--- src/rtl/afc_pkg.sv ---
// Package: shared mode type and decode for the autoflow unit.
// Assumes the two control bits are static or change only between characters.
package afc_pkg;

    typedef enum logic [1:0] {
        AFC_OFF      = 2'd0,
        AFC_CTS_ONLY = 2'd1,
        AFC_FULL     = 2'd2
    } afc_mode_e;

    // Map enable and RTS control bits onto an operating mode.
    function automatic afc_mode_e afc_decode(input logic en, input logic rts);
        if (!en)
            return AFC_OFF;
        else if (rts)
            return AFC_FULL;
        else
            return AFC_CTS_ONLY;
    endfunction

endpackage

--- src/rtl/afc_cts_sync.sv ---
// Module: afc_cts_sync
// Carries the asynchronous active-low clear-to-send input into the clock
// domain through a chain of STAGES flops. All flops reset to 1 (not clear).
// Assumes STAGES >= 2.
module afc_cts_sync #(
    parameter int STAGES = 2
) (
    input  logic clk,
    input  logic rst_n,
    input  logic cts_n_async,
    output logic cts_n_sync
);

    logic [STAGES-1:0] chain;

    generate
        for (genvar i = 0; i < STAGES; i++) begin : g_stage
            if (i == 0) begin : g_first
                // First flop samples the raw pin.
                always_ff @(posedge clk) begin
                    if (!rst_n) chain[0] <= 1'b1;
                    else        chain[0] <= cts_n_async;
                end
            end else begin : g_next
                // Later flops shift the value down the chain.
                always_ff @(posedge clk) begin
                    if (!rst_n) chain[i] <= 1'b1;
                    else        chain[i] <= chain[i-1];
                end
            end
        end
    endgenerate

    assign cts_n_sync = chain[STAGES-1];

endmodule

--- src/rtl/afc_rts_ctrl.sv ---
// Module: afc_rts_ctrl
// Drives the registered active-low request-to-send output. In full mode it
// compares the FIFO level with the threshold clamped to [1, DEPTH-1], so one
// slot always remains free after the line drops. Otherwise it follows the
// inverse of the RTS control bit.
// Assumes level is never above DEPTH.
module afc_rts_ctrl
    import afc_pkg::*;
#(
    parameter int DEPTH = 16,
    localparam int LVL_W = $clog2(DEPTH + 1)
) (
    input  logic             clk,
    input  logic             rst_n,
    input  afc_mode_e        mode,
    input  logic             rts_bit,
    input  logic [LVL_W-1:0] level,
    input  logic [LVL_W-1:0] thresh,
    output logic             rts_n
);

    localparam logic [LVL_W-1:0] TH_MIN = LVL_W'(1);
    localparam logic [LVL_W-1:0] TH_MAX = LVL_W'(DEPTH - 1);

    logic [LVL_W-1:0] eff_th;
    logic             rts_n_nxt;

    // Clamp the programmed threshold into the usable range.
    always_comb begin
        if (thresh < TH_MIN)      eff_th = TH_MIN;
        else if (thresh > TH_MAX) eff_th = TH_MAX;
        else                      eff_th = thresh;
    end

    // Pick the next line value for the active mode.
    always_comb begin
        if (mode == AFC_FULL) rts_n_nxt = (level >= eff_th);
        else                  rts_n_nxt = ~rts_bit;
    end

    // Register the line; deasserted (high) in reset.
    always_ff @(posedge clk) begin
        if (!rst_n) rts_n <= 1'b1;
        else        rts_n <= rts_n_nxt;
    end

endmodule

--- src/rtl/afc_tx_gate.sv ---
// Module: afc_tx_gate
// Grants the transmitter permission to start its next character. It never
// affects a character in progress; a busy transmitter simply gets no new
// start. Assumes cts_n_sync is already in the clock domain.
module afc_tx_gate
    import afc_pkg::*;
(
    input  afc_mode_e mode,
    input  logic      cts_n_sync,
    input  logic      tx_req,
    input  logic      tx_busy,
    output logic      start_ok
);

    logic remote_ready;

    // The remote side's readiness matters only when autoflow is on.
    always_comb remote_ready = (mode == AFC_OFF) ? 1'b1 : ~cts_n_sync;

    // A start needs a pending character, an idle shifter and a ready peer.
    always_comb start_ok = tx_req & ~tx_busy & remote_ready;

endmodule

--- src/rtl/afc_ovf_det.sv ---
// Module: afc_ovf_det
// Flags, one cycle later, a receive push that hits an already full FIFO.
// Assumes the level input is the count before this cycle's push.
module afc_ovf_det #(
    parameter int DEPTH = 16,
    localparam int LVL_W = $clog2(DEPTH + 1)
) (
    input  logic             clk,
    input  logic             rst_n,
    input  logic             push,
    input  logic [LVL_W-1:0] level,
    output logic             ovf
);

    localparam logic [LVL_W-1:0] FULL_LVL = LVL_W'(DEPTH);

    // Register a single-cycle overflow pulse.
    always_ff @(posedge clk) begin
        if (!rst_n) ovf <= 1'b0;
        else        ovf <= push && (level >= FULL_LVL);
    end

endmodule

--- src/rtl/uart_autoflow.sv ---
// Module: uart_autoflow (top)
// Automatic request-to-send / clear-to-send control for a UART. It decodes
// the mode from two control bits, synchronizes clear-to-send, gates
// transmit starts, drives request-to-send from the FIFO level and flags
// overflow. Assumes rx_level_i counts entries 0..DEPTH before this cycle's push.
module uart_autoflow
    import afc_pkg::*;
#(
    parameter int DEPTH       = 16,
    parameter int SYNC_STAGES = 2,
    localparam int LVL_W      = $clog2(DEPTH + 1)
) (
    input  logic             clk,
    input  logic             rst_n,
    input  logic             afc_en_i,
    input  logic             rts_bit_i,
    input  logic             cts_n_i,
    output logic             rts_n_o,
    input  logic [LVL_W-1:0] rx_level_i,
    input  logic [LVL_W-1:0] rx_thresh_i,
    input  logic             rx_push_i,
    input  logic             tx_req_i,
    input  logic             tx_busy_i,
    output logic             tx_start_ok_o,
    output logic             ovf_o
);

    afc_mode_e mode;
    logic      cts_n_sync;

    // Decode the operating mode from the control bits.
    always_comb mode = afc_decode(afc_en_i, rts_bit_i);

    afc_cts_sync #(.STAGES(SYNC_STAGES)) u_sync (
        .clk         (clk),
        .rst_n       (rst_n),
        .cts_n_async (cts_n_i),
        .cts_n_sync  (cts_n_sync)
    );

    afc_tx_gate u_gate (
        .mode       (mode),
        .cts_n_sync (cts_n_sync),
        .tx_req     (tx_req_i),
        .tx_busy    (tx_busy_i),
        .start_ok   (tx_start_ok_o)
    );

    afc_rts_ctrl #(.DEPTH(DEPTH)) u_rts (
        .clk     (clk),
        .rst_n   (rst_n),
        .mode    (mode),
        .rts_bit (rts_bit_i),
        .level   (rx_level_i),
        .thresh  (rx_thresh_i),
        .rts_n   (rts_n_o)
    );

    afc_ovf_det #(.DEPTH(DEPTH)) u_ovf (
        .clk   (clk),
        .rst_n (rst_n),
        .push  (rx_push_i),
        .level (rx_level_i),
        .ovf   (ovf_o)
    );

endmodule

--- config.mk ---
export PLATFORM = sky130hd
export DESIGN_NAME = uart_autoflow
export DESIGN_NICKNAME = d
export VERILOG_FILES = /design/src/rtl/afc_pkg.sv /design/src/rtl/afc_cts_sync.sv /design/src/rtl/afc_rts_ctrl.sv /design/src/rtl/afc_tx_gate.sv /design/src/rtl/afc_ovf_det.sv /design/src/rtl/uart_autoflow.sv
export SDC_FILE = /design/constraint.sdc
export NUM_CORES = 1
export LEC_CHECK = 0
export BUFFER_PORTS_ARGS = -buffer_cell sky130_fd_sc_hd__buf_2
export CAP_MARGIN = 15
export CORE_AREA = 2 2 39 41
export DETAILED_ROUTE_END_ITERATION = 10
export DIE_AREA = 0 0 41 43
export GPL_TIMING_DRIVEN = 0
export SKIP_CTS_REPAIR_TIMING = 1
export SYNTH_ARGS = -nofsm -noshare
export SYNTH_HDL_FRONTEND = slang
export SYNTH_SLANG_ARGS = --single-unit
export TNS_END_PERCENT = 30
--- constraint.sdc ---
create_clock -name clk -period 1.69 [get_ports clk]
set_input_delay 0.338 -clock clk [delete_from_list [all_inputs] [get_ports clk]]
set_output_delay 0.338 -clock clk [all_outputs]
set_load 0.05 [all_outputs]
==> reports/summary.txt, run 1 <==
status = finished, final reports clean
crit share post-route = 84.2%
sequential share of the synthesized area = 32.3%
register area = 80.1 sq um
Worst Skew = 0.00000151 ns
top-level port count = 21
gr usage total = 8.22%
Pleak = 0.226 nW
Pins Over Slew Limit = 0
Core Box Area = 1380 sq um
Root Driver = clkbuf_4
Starting DRT DRC Count = 0
unrepaired setup endpoints after global routing = false
post-DP HPWL = 506 microns
placed cells = 64
Fmax = 702 MHz
CP cell instances = buf_2 > or3_1 > ha_1 > nand2b_1 > a31oi_1 > o2111ai_1
Synth Area in Compound Gates = 15.2%
die area = 1760 sq um
Gate power share = 23.4%
register bit total from synthesis = 4
Worst-Skew Late Latency = 0.23 ns
min-delay worst type = in2reg
largest net degree at the start of global routing = 5
Multi-input gate area = 165 sq um
Mean Syn Cell Area = 8.85 sq um
Final min period = 1.42 ns
first-pass detailed-route iteration total = 1
Fin Setup TNS = 0 ns
routability cong. = 0.615
CTS buffer count = 3
top fanout value on the critical path = 4
die width = 41 microns
main combinational cell family by area after synthesis = adder cells
P_sw = 0.0738 mW
PD cells = 719 nW/um^2
Core Rows = 14
Critical Path RT = 1.80 ns
Worst Path Class, Setup = in2reg
Worst Setup End Kind = register
Post-Synth XOR/XNOR Area = 0%
ys async rst share = 0%
vias post-DR = 283
layout cells sized above 1 = 47.1%
clock power share = 41.1%
Non-Filler Instances = 67
simple-gate share of the synthesized area = 22.7%
Post-Synth Adder-Cell Area = 25.3%
Syn-to-layout area delta = 59.6%
Sw Share = 26.0%
VDD IR-drop max = 302 uV
synth cell count leaders = ha_1, dfxtp_1, nand2b_1, nor2_1
vias in the first global route = 281
Distinct cells, synth = 15
Ant. Diodes = 0
top_reg_cell synth = dfxtp_1
Worst setup SP type = primary input
Die H = 43 microns
crit path DAT = 1.53 ns
Worst path slowest cell = or3_1
H-Tree Depth = 1
Initial Utilization = 17.9%
# fillers = 152
initial antenna violation count = 0
Vias/cell = 4.22
Warnings, synthesis = 0
largest stage delay on the critical path = 0.37 ns
# DRC = 0
Flop pwr share = 35.5%
most frequent cell after synthesis = ha_1
Final Power = 0.284 mW
Hold Slack = 0.288 ns
first-pass GRT wire length = 952 microns
PortBufs = 20
CTS tree = yes
Antenna Nets Post-Route = 0
syn_nets = 51
Post-synth EDFFs = 0
final setup violation count = 0
Yosys top cell area share = 32.3%
Longest Clk Path Bufs = 2
Max Cap Viol = 0
Final Hold Fails = 0
Post-Syn Area = 248 sq um
Remaining Overflow, GRT = 0
final wirelength = 547 microns
cell taking the most area after synthesis = dfxtp_1
nets@finish = 76
Routed WL per cell = 8.16 microns
CTS sink cnt = 4
Syn Inst Count = 28
Int Pwr = 0.210 mW
mux cell area share after synthesis = 0%
top post-synthesis cells by area = dfxtp_1, ha_1, nand2b_1
Reg clk slew, reported paths = 0.04 ns
==> area by class of cell <==
cell class,count,area share [%]
flip-flops and latches,4,20.3
well taps,16,5.06
multi-input cells,22,41.8
inverters,2,1.90
clock buffers,3,5.70
repair buffers,20,25.3
==> state kept, by name (all words and copies together) (netlist names) <==
signal	flops
u_rts.rts_n	1
u_sync.chain	1
u_ovf.ovf	1
u_sync.cts_n_sync	1
==> critical path, delay by kind of cell <==
family,cells,cell delay (ns)
and+or+nand+nor,2,0.50
AOI/OAI and AO/OA,2,0.30
buffers and inverters,1,0.12
adders and majority gates,1,0.27
==> through the flow <==
stage	area [sq um]	util (%)	worst slack (ns)
3_5_place_dp	373	26.9	-0.00187
3_3_place_gp	373	26.9	0.00511
4_1_cts	395	28.6	0.251
2_1_floorplan	253	-	0.205
5_1_grt	395	28.6	0.193
6_report	395	28.6	0.266
==> power by group through the flow <==
stage          registers, mW  clock network (mW)  logic (mW)
2_1_floorplan          0.111                   0      0.0280
3_3_place_gp           0.102                   0      0.0665
3_5_place_dp           0.102                   0      0.0678
4_1_cts                0.101               0.126      0.0680
5_1_grt                0.101               0.131      0.0759
6_report               0.101               0.117      0.0666
==> worst paths after layout <==
path | from | end | slack (ns) | depth (start not counted)
hold / removal | cts_n_i | u_sync.chain[0] | 0.29 | 2
setup reg to reg | u_sync.chain[0] | u_sync.cts_n_sync | 1.18 | 1
hold reg to reg | u_sync.chain[0] | u_sync.cts_n_sync | 0.40 | 1
setup / recovery | rx_thresh_i[4] | u_rts.rts_n | 0.27 | 6
==> per-layer routing <==
| layer | up-vias | part of all wire [%] | GRT usage, % |
|---|---|---|---|
| li1 | 145 | - | - |
| met2 | 11 | 57 | 13.4 |
| met5 | - | 0 | 0 |
| met3 | 0 | 8.8 | 3.66 |
| met4 | 0 | 0 | 6.00 |
| met1 | 127 | 34 | 7.37 |
==> cells in the final DEF (no fill, tap or decap) <==
cell type | synthesis | final
buf_2 | 0 | 20
ha_1 | 5 | 5
dfxtp_1 | 4 | 4
nor2_1 | 3 | 3
nand2b_1 | 3 | 3
clkbuf_4 | 0 | 3
inv_1 | 2 | 2
a21o_1 | 2 | 2
nor3_1 | 1 | 1
or3_1 | 1 | 1
a31oi_1 | 1 | 1
nand3_1 | 1 | 1
nand2_1 | 1 | 1
o2111ai_1 | 1 | 1
and3_1 | 1 | 1
a211oi_2 | 0 | 1
conb_1 | 1 | 1
==> cells by family (layout without fill, tap and decap cells) <==
logic type,after synthesis,after routing
simple gates,11,11
fa+ha+maj,5,5
compound gates,5,5
flops,4,4
buf+inv,2,25
other cells,1,1
(Power assumes the default switching activity.)
==> run 2: changes to the inputs <==
==> constraint.sdc (replaced) <==
create_clock -name clk -period 1.3 [get_ports clk]
set_input_delay 0.26 -clock clk [delete_from_list [all_inputs] [get_ports clk]]
set_output_delay 0.26 -clock clk [all_outputs]
set_load 0.05 [all_outputs]
==> run 2 against run 1 <==
Effect of this change: the flow now finishes with violations (setup timing); worst setup slack worse by 0.29 ns; highest routed layer unchanged; design area is 16% higher; hold slack worse by 0.078 ns; critical path depth stayed put; non-clock buffer count stayed put; clock power is 30% higher; sequential power is 30% higher; sequential share of layout area is 2.8 points lower; register-to-register slack worse by 0.39 ns; critical path type unchanged; final cell count stayed put; routed wire length is 23% higher.
==> reports/summary.txt, run 2 (synthesis gave the netlist of run 1 again) <==
status = finished, violations left
failing checks = setup timing
largest stage delay on the critical path = 0.36 ns (about the same)
Gate power share = 29.6% (+6.2 points)
crit path DAT = 1.42 ns (-0.11 ns)
top fanout value on the critical path = 1 (-3)
vias post-DR = 288 (+1.8%)
P_sw = 0.107 mW (+45%)
Place WS = -0.314 ns (-0.312 ns)
Fmax = 755 MHz
Worst path slowest cell = or3_1
Worst Skew = 0.00000151 ns (unchanged)
first-pass GRT wire length = 952 microns (unchanged)
Flop pwr share = 32.6% (-2.9 points)
CTS sink cnt = 4 (unchanged)
Pins Over Slew Limit = 0 (unchanged)
Sw Share = 26.7% (+0.73 points)
Remaining Overflow, GRT = 0 (unchanged)
initial antenna violation count = 0 (unchanged)
H-Tree Depth = 1 (unchanged)
top-level port count = 21 (unchanged)
most frequent cells in the layout = buf_2, ha_1, buf_6
Die H = 43 microns (unchanged)
Worst-Skew Late Latency = 0.23 ns (about the same)
# fillers = 149 (-2.0%)
Vias/cell = 4.30 (+1.8%)
unrepaired setup endpoints after global routing = true
die width = 41 microns (unchanged)
Critical Path Start = rx_thresh_i[0]
Worst Hold Launch = cts_n_i
largest net degree at the start of global routing = 5 (unchanged)
Critical Path RT = 1.40 ns (-0.40 ns)
min-delay worst type = in2reg
CTS tree = yes
Final Hold Fails = 0 (unchanged)
Multi-input gate area = 194 sq um (+17%)
vias in the first global route = 281 (unchanged)
Longest Clk Path Bufs = 2 (unchanged)
CP cell instances = buf_6 > or3_1 > ha_1 > nand2b_4 > a31oi_4 > o2111ai_2
nets@finish = 76 (unchanged)
Final WS setup = -0.0239 ns (-0.290 ns)
CTS buffer count = 3 (unchanged)
Max Cap Viol = 0 (unchanged)
VDD IR-drop max = 415 uV (+37%)
Worst Setup End Kind = register
PD cells = 877 nW/um^2 (+22%)
Pleak = 0.245 nW (+8.5%)
layout cells sized above 1 = 52.9% (+5.9 points)
routability cong. = 0.615 (unchanged)
die area = 1760 sq um (unchanged)
final wirelength = 673 microns (+23%)
Fin Setup TNS = -0.0239 ns (-0.0239 ns)
clock power share = 37.7% (-3.4 points)
Final min period = 1.32 ns
Root Driver = clkbuf_4
first-pass detailed-route iteration total = 1 (unchanged)
register area = 80.1 sq um (unchanged)
Initial Utilization = 17.9% (unchanged)
PortBufs = 20 (unchanged)
crit share post-route = 102%
Starting DRT DRC Count = 0 (unchanged)
final setup violation count = 1 (+1)
Core Rows = 14 (unchanged)
Final Power = 0.402 mW (+41%)
reg2reg start = u_sync.chain[0]
Worst setup SP type = primary input
Crit path max-delay family = simple AND/OR/NAND/NOR gates
Routed WL per cell = 10.0 microns (+23%)
Ant. Diodes = 0 (unchanged)
Reg clk slew, reported paths = 0.04 ns (about the same)
Worst Path Class, Setup = in2reg
gr usage total = 8.22% (unchanged)
Antenna Nets Post-Route = 0 (unchanged)
Syn-to-layout area delta = 84.8%
Worst Path Buf+Inv = 1 (unchanged)
# DRC = 0 (unchanged)
post-DP HPWL = 506 microns (unchanged)
Core Box Area = 1380 sq um (unchanged)
commonest non-fill, non-tap cell in the layout = buf_2
Int Pwr = 0.294 mW (+40%)
-- run 2: cell counts in the layout (fill, tap and decap cells not counted) --
Identical to the previous run, type by type.
-- run 2: worst paths after layout --
path	cells past startpoint	end	slack, ns
hold / removal	2	u_sync.chain[0]	0.21
hold reg to reg	1	u_sync.cts_n_sync	0.40
setup / recovery	6	u_rts.rts_n	-0.02
setup reg to reg	1	u_sync.cts_n_sync	0.79
-- run 2: power by group through the flow --
stage,Combinational [mW],Clock (mW),Sequential [mW]
final,0.119,0.152,0.131
after global routing,0.131,0.170,0.131
after CTS,0.0884,0.163,0.131
after detailed placement,0.0881,0,0.133
after global placement,0.0865,0,0.133
after floorplan,0.0364,0,0.144
-- run 2: layout make-up --
cell class / instances / share of cell area, %
tap: 16 / 4.37
timing repair buffer: 20 / 29.2
inverter: 2 / 1.64
clock buffer: 3 / 4.92
multi-input combinational: 22 / 42.3
sequential: 4 / 17.5
-- run 2: routing by layer --
metal	part of all wire [%]	track usage (%)	routed length, microns	vias up
li1	-	-	-	145
met1	29	7.37	198	132
met2	63	13.4	426	11
met3	7.1	3.66	48	0
met4	0	6.00	0	0
met5	0	0	0	-
-- run 2: metrics by stage --
step	hold slack [ns]	cell area [sq um]	cells	utilization (%)
floorplan	0.333	253	28	-
global placement	0.389	373	64	26.9
detailed placement	0.399	373	64	26.9
CTS	0.200	395	67	28.6
global route	0.208	458	67	33.1
finish	0.211	458	67	33.1
